===== config.mk =====
export PLATFORM = sky130hd
export DESIGN_NAME = spi_mline_master
export DESIGN_NICKNAME = d
export VERILOG_FILES = /design/src/rtl/spi_mm_pkg.sv /design/src/rtl/spi_mm_fifo.sv /design/src/rtl/spi_mm_engine.sv /design/src/rtl/spi_mline_master.sv
export SDC_FILE = /design/constraint.sdc
export NUM_CORES = 1
export LEC_CHECK = 0
export BUFFER_PORTS_ARGS = -buffer_cell sky130_fd_sc_hd__buf_2
export CELL_PAD_IN_SITES_DETAIL_PLACEMENT = 1
export CELL_PAD_IN_SITES_GLOBAL_PLACEMENT = 1
export CORE_ASPECT_RATIO = 1.25
export CORE_UTILIZATION = 25
export DETAILED_ROUTE_END_ITERATION = 8
export GPL_ROUTABILITY_DRIVEN = 0
export PLACE_DENSITY = 0.43
export SLEW_MARGIN = 40
export SYNTH_ARGS = -nofsm -noshare
export SYNTH_HDL_FRONTEND = slang
export SYNTH_SLANG_ARGS = --single-unit

===== constraint.sdc =====
create_clock -name clk -period 7.8 [get_ports clk]
set_input_delay 0.78 -clock clk [delete_from_list [all_inputs] [get_ports clk]]
set_output_delay 0.78 -clock clk [all_outputs]
set_load 0.02 [all_outputs]

===== src/rtl/spi_mm_pkg.sv =====
package spi_mm_pkg;

    localparam int DW  = 32;
    localparam int LW  = $clog2(DW);
    localparam int NCS = 4;
    localparam int CSW = $clog2(NCS);
    localparam int NL  = 4;
    localparam int EW  = LW + 2;

    typedef enum logic [1:0] {
        LN_DUPLEX = 2'd0,
        LN_ONE    = 2'd1,
        LN_TWO    = 2'd2,
        LN_FOUR   = 2'd3
    } lane_e;

    typedef enum logic [2:0] {
        ST_IDLE, ST_LEAD, ST_XFER, ST_DONE, ST_LINK, ST_LAG
    } state_e;

    typedef struct packed {
        logic            hold;
        logic [CSW-1:0]  cs;
        lane_e           lanes;
        logic            rd;
        logic [LW-1:0]   len_m1;
        logic [DW-1:0]   data;
    } cmd_t;

    function automatic logic [2:0] lane_cnt(lane_e l);
        case (l)
            LN_TWO:  return 3'd2;
            LN_FOUR: return 3'd4;
            default: return 3'd1;
        endcase
    endfunction

    function automatic logic [1:0] lane_log(lane_e l);
        case (l)
            LN_TWO:  return 2'd1;
            LN_FOUR: return 2'd2;
            default: return 2'd0;
        endcase
    endfunction

endpackage


===== src/rtl/spi_mm_fifo.sv =====
module spi_mm_fifo #(
    parameter int W     = 8,
    parameter int DEPTH = 4
) (
    input  logic         clk,
    input  logic         rst,
    input  logic         wr,
    input  logic [W-1:0] wdata,
    input  logic         rd,
    output logic [W-1:0] rdata,
    output logic         full,
    output logic         empty
);
    localparam int AW = $clog2(DEPTH);

    logic [W-1:0]  mem [DEPTH];
    logic [AW-1:0] wp, rp;
    logic [AW:0]   cnt;
    logic          wr_ok, rd_ok;

    assign full  = (cnt == (AW+1)'(DEPTH));
    assign empty = (cnt == '0);
    assign wr_ok = wr && !full;
    assign rd_ok = rd && !empty;
    assign rdata = mem[rp];

    always_ff @(posedge clk) begin
        if (wr_ok) mem[wp] <= wdata;
    end

    always_ff @(posedge clk) begin
        if (rst) begin
            wp  <= '0;
            rp  <= '0;
            cnt <= '0;
        end else begin
            if (wr_ok) wp <= (wp == AW'(DEPTH-1)) ? '0 : wp + 1'b1;
            if (rd_ok) rp <= (rp == AW'(DEPTH-1)) ? '0 : rp + 1'b1;
            case ({wr_ok, rd_ok})
                2'b10:   cnt <= cnt + 1'b1;
                2'b01:   cnt <= cnt - 1'b1;
                default: cnt <= cnt;
            endcase
        end
    end

    AST_FULL_PUSH_DROPPED: assert property (@(posedge clk) disable iff (rst)
        (wr && full && !rd) |=> $stable(cnt)) else $error("push into full queue changed occupancy");

    AST_EMPTY_POP_HARMLESS: assert property (@(posedge clk) disable iff (rst)
        (rd && empty && !wr) |=> (cnt == '0)) else $error("pop from empty queue changed occupancy");

endmodule


===== src/rtl/spi_mm_engine.sv =====
module spi_mm_engine import spi_mm_pkg::*; #(
    parameter int DIVW = 8
) (
    input  logic            clk,
    input  logic            rst,
    input  logic            cfg_cpol,
    input  logic            cfg_cpha,
    input  logic [DIVW-1:0] cfg_div,
    input  logic [DIVW-1:0] cfg_lead,
    input  logic [DIVW-1:0] cfg_lag,
    input  logic            cfg_hreq_en,
    input  logic            hreq,
    input  cmd_t            cmd,
    input  logic            cmd_empty,
    output logic            cmd_pop,
    input  logic            rx_full,
    output logic            rx_push,
    output logic [DW-1:0]   rx_word,
    output logic            sck,
    output logic [NCS-1:0]  cs_n,
    output logic [NL-1:0]   sd_o,
    output logic [NL-1:0]   sd_oe,
    input  logic [NL-1:0]   sd_i
);
    state_e          st;
    logic [DIVW-1:0] cnt;
    logic [EW-1:0]   ecnt;
    logic            tog;
    logic [NCS-1:0]  csn;
    logic [DW-1:0]   sh, rsh;
    lane_e           cur_lanes;
    logic            cur_rd, cur_hold;
    logic [LW-1:0]   cur_len;

    logic [LW:0]     beats;
    logic [EW-1:0]   last_edge;
    logic            tick, do_sample, do_shift, can_go, start_ok, txmode;
    logic [NL-1:0]   in_bits, drv;

    assign beats     = ({1'b0, cur_len} + (LW+1)'(1)) >> lane_log(cur_lanes);
    assign last_edge = {beats, 1'b0} - EW'(1);
    assign tick      = (st == ST_XFER) && (cnt == cfg_div);
    assign do_sample = tick && (ecnt[0] == cfg_cpha);
    assign do_shift  = tick && (ecnt[0] != cfg_cpha) && !(cfg_cpha && ecnt == '0);
    assign can_go    = !cmd_empty && !rx_full;
    assign start_ok  = (st == ST_IDLE) && can_go && (!cfg_hreq_en || hreq);
    assign cmd_pop   = start_ok || ((st == ST_LINK) && can_go);
    assign rx_push   = (st == ST_DONE) && ((cur_lanes == LN_DUPLEX) || cur_rd);
    assign rx_word   = rsh & ({DW{1'b1}} >> (LW'(DW-1) - cur_len));
    assign txmode    = (cur_lanes == LN_DUPLEX) || !cur_rd;
    assign sck       = cfg_cpol ^ tog;
    assign cs_n      = csn;

    always_comb begin
        case (cur_lanes)
            LN_DUPLEX: in_bits = {{(NL-1){1'b0}}, sd_i[1]};
            LN_ONE:    in_bits = {{(NL-1){1'b0}}, sd_i[0]};
            LN_TWO:    in_bits = {{(NL-2){1'b0}}, sd_i[1:0]};
            default:   in_bits = sd_i;
        endcase
    end

    always_comb begin
        sd_oe = '0;
        drv   = '0;
        case (cur_lanes)
            LN_TWO:  drv = {{(NL-2){1'b0}}, sh[DW-1 -: 2]};
            LN_FOUR: drv = sh[DW-1 -: 4];
            default: drv = {{(NL-1){1'b0}}, sh[DW-1]};
        endcase
        if (st != ST_IDLE && txmode) begin
            case (cur_lanes)
                LN_TWO:  sd_oe = NL'(4'b0011);
                LN_FOUR: sd_oe = NL'(4'b1111);
                default: sd_oe = NL'(4'b0001);
            endcase
        end
        sd_o = drv & sd_oe;
    end

    always_ff @(posedge clk) begin
        if (rst) begin
            st        <= ST_IDLE;
            cnt       <= '0;
            ecnt      <= '0;
            tog       <= 1'b0;
            csn       <= '1;
            sh        <= '0;
            rsh       <= '0;
            cur_lanes <= LN_DUPLEX;
            cur_rd    <= 1'b0;
            cur_hold  <= 1'b0;
            cur_len   <= '0;
        end else begin
            if (cmd_pop) begin
                sh        <= cmd.data << (LW'(DW-1) - cmd.len_m1);
                rsh       <= '0;
                cur_lanes <= cmd.lanes;
                cur_rd    <= cmd.rd;
                cur_hold  <= cmd.hold;
                cur_len   <= cmd.len_m1;
            end
            case (st)
                ST_IDLE: begin
                    cnt <= '0;
                    if (start_ok) begin
                        csn <= ~(NCS'(1) << cmd.cs);
                        st  <= ST_LEAD;
                    end
                end
                ST_LEAD: begin
                    if (cnt == cfg_lead) begin
                        cnt  <= '0;
                        ecnt <= '0;
                        st   <= ST_XFER;
                    end else begin
                        cnt <= cnt + 1'b1;
                    end
                end
                ST_XFER: begin
                    if (tick) begin
                        cnt <= '0;
                        tog <= ~tog;
                        if (do_sample) rsh <= (rsh << lane_cnt(cur_lanes)) | DW'(in_bits);
                        if (do_shift)  sh  <= sh << lane_cnt(cur_lanes);
                        if (ecnt == last_edge) st <= ST_DONE;
                        else                   ecnt <= ecnt + 1'b1;
                    end else begin
                        cnt <= cnt + 1'b1;
                    end
                end
                ST_DONE: begin
                    cnt <= '0;
                    st  <= cur_hold ? ST_LINK : ST_LAG;
                end
                ST_LINK: begin
                    cnt <= '0;
                    if (cmd_empty) begin
                        st <= ST_LAG;
                    end else if (!rx_full) begin
                        ecnt <= '0;
                        st   <= ST_XFER;
                    end
                end
                ST_LAG: begin
                    if (cnt == cfg_lag) begin
                        cnt <= '0;
                        csn <= '1;
                        st  <= ST_IDLE;
                    end else begin
                        cnt <= cnt + 1'b1;
                    end
                end
                default: st <= ST_IDLE;
            endcase
        end
    end

    AST_HREQ_HOLDS_OFF: assert property (@(posedge clk) disable iff (rst)
        (st == ST_IDLE && cfg_hreq_en && !hreq) |=> (&csn)) else $error("transfer began without host request");

    AST_RX_NO_OVERFLOW: assert property (@(posedge clk) disable iff (rst)
        rx_push |-> !rx_full) else $error("received word pushed into full queue");

    AST_SINGLE_SELECT: assert property (@(posedge clk) disable iff (rst)
        $onehot0(~csn)) else $error("more than one select line low");

    AST_SELECT_DURING_SHIFT: assert property (@(posedge clk) disable iff (rst)
        (st == ST_XFER) |-> !(&csn)) else $error("shifting with no select line low");

endmodule


===== src/rtl/spi_mline_master.sv =====
module spi_mline_master import spi_mm_pkg::*; #(
    parameter int DEPTH = 4,
    parameter int DIVW  = 8
) (
    input  logic            clk,
    input  logic            rst,
    input  logic            cfg_cpol,
    input  logic            cfg_cpha,
    input  logic [DIVW-1:0] cfg_div,
    input  logic [DIVW-1:0] cfg_lead,
    input  logic [DIVW-1:0] cfg_lag,
    input  logic            cfg_hreq_en,
    input  logic            hreq,
    input  logic            cmd_we,
    input  logic [DW-1:0]   cmd_data,
    input  logic [LW-1:0]   cmd_len_m1,
    input  logic [CSW-1:0]  cmd_cs,
    input  logic [1:0]      cmd_lanes,
    input  logic            cmd_rd,
    input  logic            cmd_hold,
    output logic            cmd_full,
    input  logic            rx_re,
    output logic [DW-1:0]   rx_data,
    output logic            rx_empty,
    output logic            sck,
    output logic [NCS-1:0]  cs_n,
    output logic [NL-1:0]   sd_o,
    output logic [NL-1:0]   sd_oe,
    input  logic [NL-1:0]   sd_i
);
    cmd_t          wcmd, hcmd;
    logic          cmd_empty, cmd_pop, rx_full, rx_push;
    logic [DW-1:0] rx_word;

    always_comb begin
        wcmd.hold   = cmd_hold;
        wcmd.cs     = cmd_cs;
        wcmd.lanes  = lane_e'(cmd_lanes);
        wcmd.rd     = cmd_rd;
        wcmd.len_m1 = cmd_len_m1;
        wcmd.data   = cmd_data;
    end

    spi_mm_fifo #(.W($bits(cmd_t)), .DEPTH(DEPTH)) u_cmdq (
        .clk(clk), .rst(rst), .wr(cmd_we), .wdata(wcmd), .rd(cmd_pop),
        .rdata(hcmd), .full(cmd_full), .empty(cmd_empty)
    );

    spi_mm_fifo #(.W(DW), .DEPTH(DEPTH)) u_rxq (
        .clk(clk), .rst(rst), .wr(rx_push), .wdata(rx_word), .rd(rx_re),
        .rdata(rx_data), .full(rx_full), .empty(rx_empty)
    );

    spi_mm_engine #(.DIVW(DIVW)) u_engine (
        .clk(clk), .rst(rst),
        .cfg_cpol(cfg_cpol), .cfg_cpha(cfg_cpha), .cfg_div(cfg_div),
        .cfg_lead(cfg_lead), .cfg_lag(cfg_lag),
        .cfg_hreq_en(cfg_hreq_en), .hreq(hreq),
        .cmd(hcmd), .cmd_empty(cmd_empty), .cmd_pop(cmd_pop),
        .rx_full(rx_full), .rx_push(rx_push), .rx_word(rx_word),
        .sck(sck), .cs_n(cs_n), .sd_o(sd_o), .sd_oe(sd_oe), .sd_i(sd_i)
    );

    AST_SCK_HOME: assert property (@(posedge clk) disable iff (rst)
        (&cs_n) |-> (sck == cfg_cpol)) else $error("SCK away from idle level while deselected");

    AST_LANE_ALIGN: assert property (@(posedge clk) disable iff (rst)
        cmd_we |-> ((cmd_lanes == 2'd3) ? (cmd_len_m1[1:0] == 2'b11) :
                    (cmd_lanes == 2'd2) ? cmd_len_m1[0] : 1'b1)) else $error("frame length not a multiple of lane count");

endmodule


Word-level counts from Yosys, hierarchy flattened --
Memory sizes are Yosys's and may differ from the RTL's. A register that Yosys moved wholly into a read port is not among the register bits. Cells that the tools add are included.
Storage, ports and cells: input bits 79, flip-flop bits (word level) 110, memory bits (writable) 300, memories 2, logic and storage cells 178
Operators by class: shift-type cells 6, reductions and logical operators 42, mux-type cells 58, bitwise logic cells 6, $add $sub $neg 14, eq/ne operators 33
Memory list:
- u_cmdq.mem | depth 4, bits a word 43, read ports 1, clocked after Yosys merged registers in 1, write ports 1, RTL line spi_mm_fifo.sv:16 | logic [W-1:0] mem [DEPTH];
- u_rxq.mem | depth 4, bits a word 32, read ports 1, clocked after Yosys merged registers in 1, write ports 1, RTL line spi_mm_fifo.sv:16
Operators with widths (count):
- $mux W32 | 8
- $shl A32 B3 Y32 | 2
- $mux W3 | 15
- $mux W7 | 5
- $and A32 B32 Y32 | 1
- $or A32 B4 Y32 | 1
- $pmux W8 S4 | 1
- $shl A32 B5 Y32 | 1
- $shr A32 B5 Y32 const A | 1
- $eq A8 B8 Y1 | 3
- $mux W8 | 3
- $pmux W4 S2 | 3
- $pmux W7 S3 | 1
- $pmux W3 S2 | 3
- $pmux W3 S6 | 1
- $eq A2 B2 Y1 const B | 8
- $mux W2 | 8
- $logic_and A1 B1 Y1 | 15
- $eq A3 B3 Y1 const B | 4
- $mux W4 | 3
- $pmux W4 S3 | 1
- $reduce_and A6 Y1 | 2
- $sub A5 B5 Y5 const A | 2
- $logic_not A3 Y1 | 3
- 34 further kinds | 64

Logic depth before layout (Yosys ltp) --
word-level depth 12, gate-level depth with buffers 16

Modules after synthesis --
A second synthesis with hierarchy kept.
Unflattened totals: cell total of the unflattened synthesis 1511, area total of the unflattened synthesis 19755.2 um2
Modules (own cells, without submodules):
- spi_mm_engine | area each 7965.1 um2, times used 1, cells each 1011
- spi_mm_fifo (u_cmdq) | area each 6687.7 um2, times used 1, cells each 279
- spi_mm_fifo (u_rxq) | area each 5102.4 um2, times used 1, cells each 221

Least setup slack after synthesis --
Ideal clock, no wire load.
kind register -> register, start point register u_engine.cur_lanes[0], end point register u_engine.ecnt[2], data required time 7.680 ns, data arrival time 3.619 ns, cell stages (with the launch flop) 15, slack 4.061 ns, path buffers 3, library setup time 0.120 ns, path through dfxtp_1 > buf_2 > buf_1 > clkbuf_1 > nor2_1 > a211oi_1 > a21oi_1 > ha_1 > or3_1 > a41oi_2 > a21oi_1 > or4b_1 > a41oi_4 > nor3b_1 > a211o_1
On the way: cells in the longest elaborated chain, start to end 7, elaborated cells on any way between the ends 8, classes of those cells 1 x add/sub; 4 x eq/ne; 1 x shift; 1 x mux; 1 x reduce/logical
RTL lines:
- from (decl) | RTL line spi_mm_engine.sv:31 | lane_e cur_lanes;
- from (signal assigned) | RTL line spi_mm_engine.sv:98 | cur_lanes <= cmd.lanes;
- $eq A2 B2 Y1 | RTL line spi_mm_pkg.sv:39 | case (l)
- $pmux W2 S2 * | RTL line spi_mm_pkg.sv:39
- $shr A6 B2 Y6 * | RTL line spi_mm_engine.sv:40 | assign beats = ({1'b0, cur_len} + (LW+1)'(1)) >> lane_log(cur_lanes);
- $sub A7 B1 Y7 * | RTL line spi_mm_engine.sv:41 | assign last_edge = {beats, 1'b0} - EW'(1);
- $eq A7 B7 Y1 * | RTL line spi_mm_engine.sv:126 | if (ecnt == last_edge) st <= ST_DONE;
- $ne A2 B2 Y1 (no line) *
- $reduce_and A6 Y1 (no line) *
- to (signal assigned) | RTL line spi_mm_engine.sv:127 | else ecnt <= ecnt + 1'b1;
- to (decl) | RTL line spi_mm_engine.sv:27 | logic [EW-1:0] ecnt;
Every way passes the cells marked *; elsewhere a longest branch is shown, timed or not. A chain may end at the register's enable or synchronous reset.

Worst setup path in the final report --
start point register u_engine.cur_len[2], end point register u_engine.ecnt[2]
On the way: cells in the longest elaborated chain, start to end 6
RTL lines:
- from (decl) | RTL line spi_mm_engine.sv:33 | logic [LW-1:0] cur_len;
- from (signal assigned) | RTL line spi_mm_engine.sv:101 | cur_len <= cmd.len_m1;
- $add A5 B1 Y6 | RTL line spi_mm_engine.sv:40
- $shr A6 B2 Y6 | RTL line spi_mm_engine.sv:40
- $sub A7 B1 Y7 | RTL line spi_mm_engine.sv:41
- $eq A7 B7 Y1 | RTL line spi_mm_engine.sv:126
- $ne A2 B2 Y1 (no line)
- $reduce_and A6 Y1 (no line)
Every way passes these cells.

==> out/qor.csv <==
stage;metric;value;unit
placement;dp_cells;2621;
flow_run;max-cap-violations;0;
route;drc;0;
power_and_ir_drop;finalPower;7380;uW
yosys;syn_nets;1649;
placement;port_buffers;125;
floorplanning;core_area;0.0776;sq mm
clocking;clock_sinks;414;
floorplanning;die_w;253;um
clocking;numCtsBuffers;48;
clocking;postCtsHoldBufs;0;
cells_and_area;syn_to_final_growth;16.1;%
cells_and_area;antenna_cells;0;
timing;setup_tns;0;ns
yosys;synth_cell_types;76;
hold_path;min_path_type;in2reg;
timing;fin_crit_sh;0.555;
placement;dpl.hpwl;36800;um
route;drt_iter0_markers;465;
power_and_ir_drop;p_sw_frac;0.357;
critical_path;worstPathRequired;8.27;ns
timing;worst_pin_slew;0.809;ns
power_and_ir_drop;pwr-share-seq;0.375;
grt;grt_pass1_wl;85900;um
yosys;synth_edf_count;300;
yosys;yosysSeqAreaShare;0.574;
floorplanning;start_util;0.254;
timing;drv_slew;0;
cells_and_area;stdcell_count;2708;
grt;grt_max_degree;83;
grt;grt_pass1_vias;13744;
clocking;path_clk_slew;0.06;ns
route;wire_per_inst;20.6;um
timing;hold_viol_final;0;
timing;setup_viol;0;
timing;clock.fmax;231;MHz
yosys;synth_flop_cell;edfxtp_1;
yosys;syn_area_per_cell;12.7;sq um
floorplanning;rows;114;
power_and_ir_drop;power_density;323;mW/mm^2
cells_and_area;final_common_cell;edfxtp_1;
cells_and_area;layout_common_cells;edfxtp_1, nor2_1, mux2i_1, buf_2, dfxtp_1;
timing;rsz0062_at_grt;false;
clocking;ctsRootBufferMaster;clkbuf_16;
outcome;status;complete, no violations;
yosys;syn_area;0.0197;sq mm
yosys;synth_top_family_by_area;multiplexers;
yosys;netlist_instances;1548;
route;dr.pass1.iters;4;
placement;pre_cts_ws;3.38;ns
route;antenna_left;0;
route;drt-total-wl;55800;um
cells_and_area;layout-drive-gt1-share;0.197;
yosys;synthAdderAreaFrac;0.0147;
timing;clock-skew-final;0.0181;ns
clocking;cts_resized;0;
critical_path;crit_fanout;15;
cells_and_area;layout.nets;1728;
clocking;clk_path_buf_depth;3;
floorplanning;die-area;0.0799;sq mm
hold_path;hp-start;cmd_data[27];
yosys;synth_compound_area_frac;0.101;
hold_path;hold_path_end;u_cmdq.mem[1][27]$_DFFE_PP_;
yosys;async_reset_ff_frac;0;
critical_path;end_kind;flip-flop;
route;via_count;12798;
yosys;ys_ff_latch;414;
hold_path;whs_path_depth;1;
clocking;postCtsSetupRepairBufs;0;
clocking;htree_levels;2;
power_and_ir_drop;p_leak;0.00708;uW
critical_path;startpoint_type;flip-flop;
timing;fin_ws;3.47;ns
critical_path;r2r_cells;15;
timing;period_needed;4.33;ns
power_and_ir_drop;power_frac_comb;0.315;
floorplanning;io_pins;126;
critical_path;worst_r2r_startpoint;u_engine.cur_len[2]$_SDFFE_PP0N_;
grt;grt_overflow_total;0;
yosys;yosys_warnings;0;
grt;grt_antenna_before_repair;1;
timing;relSlewSlack;0.461;
critical_path;worst-setup-path-type;reg2reg;
power_and_ir_drop;max-vdd-ir-drop;0.000198;V
critical_path;r2r_slack;3.47;ns
yosys;synthSimpleGateAreaFrac;0.0929;
clocking;clock_latency;0.58;ns
grt;grt_usage;0.141;
power_and_ir_drop;intPower;4740;uW
floorplanning;die_h;316;um
clocking;cts_tree;built;
timing;worst_hold_slack;0.415;ns
critical_path;r2r-end;u_engine.ecnt[2]$_SDFFE_PP0P_;
route;vias_per_cell;4.73;
power_and_ir_drop;switchingPower;2640;uW
yosys;synth_xor_area_frac;0.0214;
yosys;synthMuxAreaShare;0.164;
power_and_ir_drop;clock_power_share;0.310;
critical_path;crit_arrival;4.80;ns
==> power groups by stage <==
stage               registers (uW)  logic (uW)  clock network (uW)
finish                        2770        2330                2280
global route                  2800        2580                2440
CTS                           2770        2390                2370
detailed placement            2820        2380                   0
global placement              2820        2370                   0
floorplan                     2650        1790                   0
==> worst max path at each step <==
stage                                        from                             to  slack (ns)  cells after the start
4_1_cts          u_engine.cur_len[3]$_SDFFE_PP0N_  u_engine.ecnt[2]$_SDFFE_PP0P_        3.36                     14
6_report         u_engine.cur_len[2]$_SDFFE_PP0N_  u_engine.ecnt[2]$_SDFFE_PP0P_        3.47                     15
3_5_place_dp     u_engine.cur_len[3]$_SDFFE_PP0N_  u_engine.ecnt[2]$_SDFFE_PP0P_        3.38                     14
2_1_floorplan  u_engine.cur_lanes[0]$_SDFFE_PP0N_  u_engine.ecnt[2]$_SDFFE_PP0P_        4.06                     14
3_3_place_gp     u_engine.cur_len[3]$_SDFFE_PP0N_  u_engine.ecnt[2]$_SDFFE_PP0P_        3.52                     14
5_1_grt          u_engine.cur_len[2]$_SDFFE_PP0N_  u_engine.ecnt[2]$_SDFFE_PP0P_        3.00                     15
==> cells by family (layout without fill, tap and decap cells) <==
kind of cell,Yosys count,count (layout)
flops,414,414
simple gates,394,394
compound gates,299,299
mux,227,227
buf+inv,147,263
xor+xnor,45,45
fa+ha+maj,22,22
==> metal layers <==
metal	track usage	routed length (um)	vias to the layer above
met4	0.0426	1420	0
met5	0	0	-
met2	0.255	28700	173
met1	0.171	24100	6467
met3	0.0205	1560	87
li1	-	-	6071
==> final cells by class <==
| type | instances | area (sq um) |
|---|---|---|
| well taps | 1044 | 1310 |
| multi-input cells | 987 | 7760 |
| flip-flops and latches | 414 | 11300 |
| clock inverters | 32 | 318 |
| fillers | 8451 | 54700 |
| inverters | 29 | 114 |
| repair buffers | 147 | 801 |
| clock buffers | 55 | 1250 |
==> metrics by stage <==
step                cell area, sq um   util
floorplan                      19700      -
global placement               21300  0.274
detailed placement             21300  0.274
CTS                            22900  0.295
global route                   22900  0.295
finish                         22900  0.295
==> sequential cells by signal, summed over array words and instances (netlist names), named ones only <==
register,count
u_rxq.mem,128
u_engine.st,3
u_cmdq.wp,2
u_engine.cur_lanes,2
u_rxq.rp,2
u_cmdq.rp,2
u_engine.cur_len,5
u_engine.rsh,32
u_engine.cur_rd,1
u_rxq.wp,2
u_cmdq.mem,172
u_engine.cnt,8
u_engine.sh,32
u_engine.cs_n,4
u_rxq.cnt,3
u_cmdq.cnt,3
u_engine.cur_hold,1
u_engine.tog,1
u_engine.ecnt,7
==> critical path: stages (launching register included) <==
cell and delay, ns:
dfxtp_1 0.67, inv_1 0.23, ha_1 0.42, nand2_1 0.10
nand2_1 0.05, o21ai_0 0.31, ha_1 0.35, inv_1 0.17
nor4b_1 0.31, a311oi_1 0.10, a41oi_2 0.19, a21oi_1 0.06
or4b_1 0.57, a41oi_4 0.31, nor3b_1 0.10, a211o_1 0.27
==> synthesized netlist by cell type, drive strengths merged (21+ instances only) <==
cell | instances | area, sq um
buf | 48 | 272
mux2i | 143 | 1440
dfxtp | 114 | 2280
inv | 28 | 105
a31oi | 46 | 288
a21oi | 73 | 369
mux4 | 74 | 1670
a211oi | 55 | 413
o21ai | 50 | 250
edfxtp | 300 | 9010
a221oi | 23 | 201
nand2 | 108 | 405
nor3 | 21 | 110
clkbuf | 70 | 264
xor2 | 30 | 263
nor2 | 146 | 548
Power figures use the tool's default switching activity.
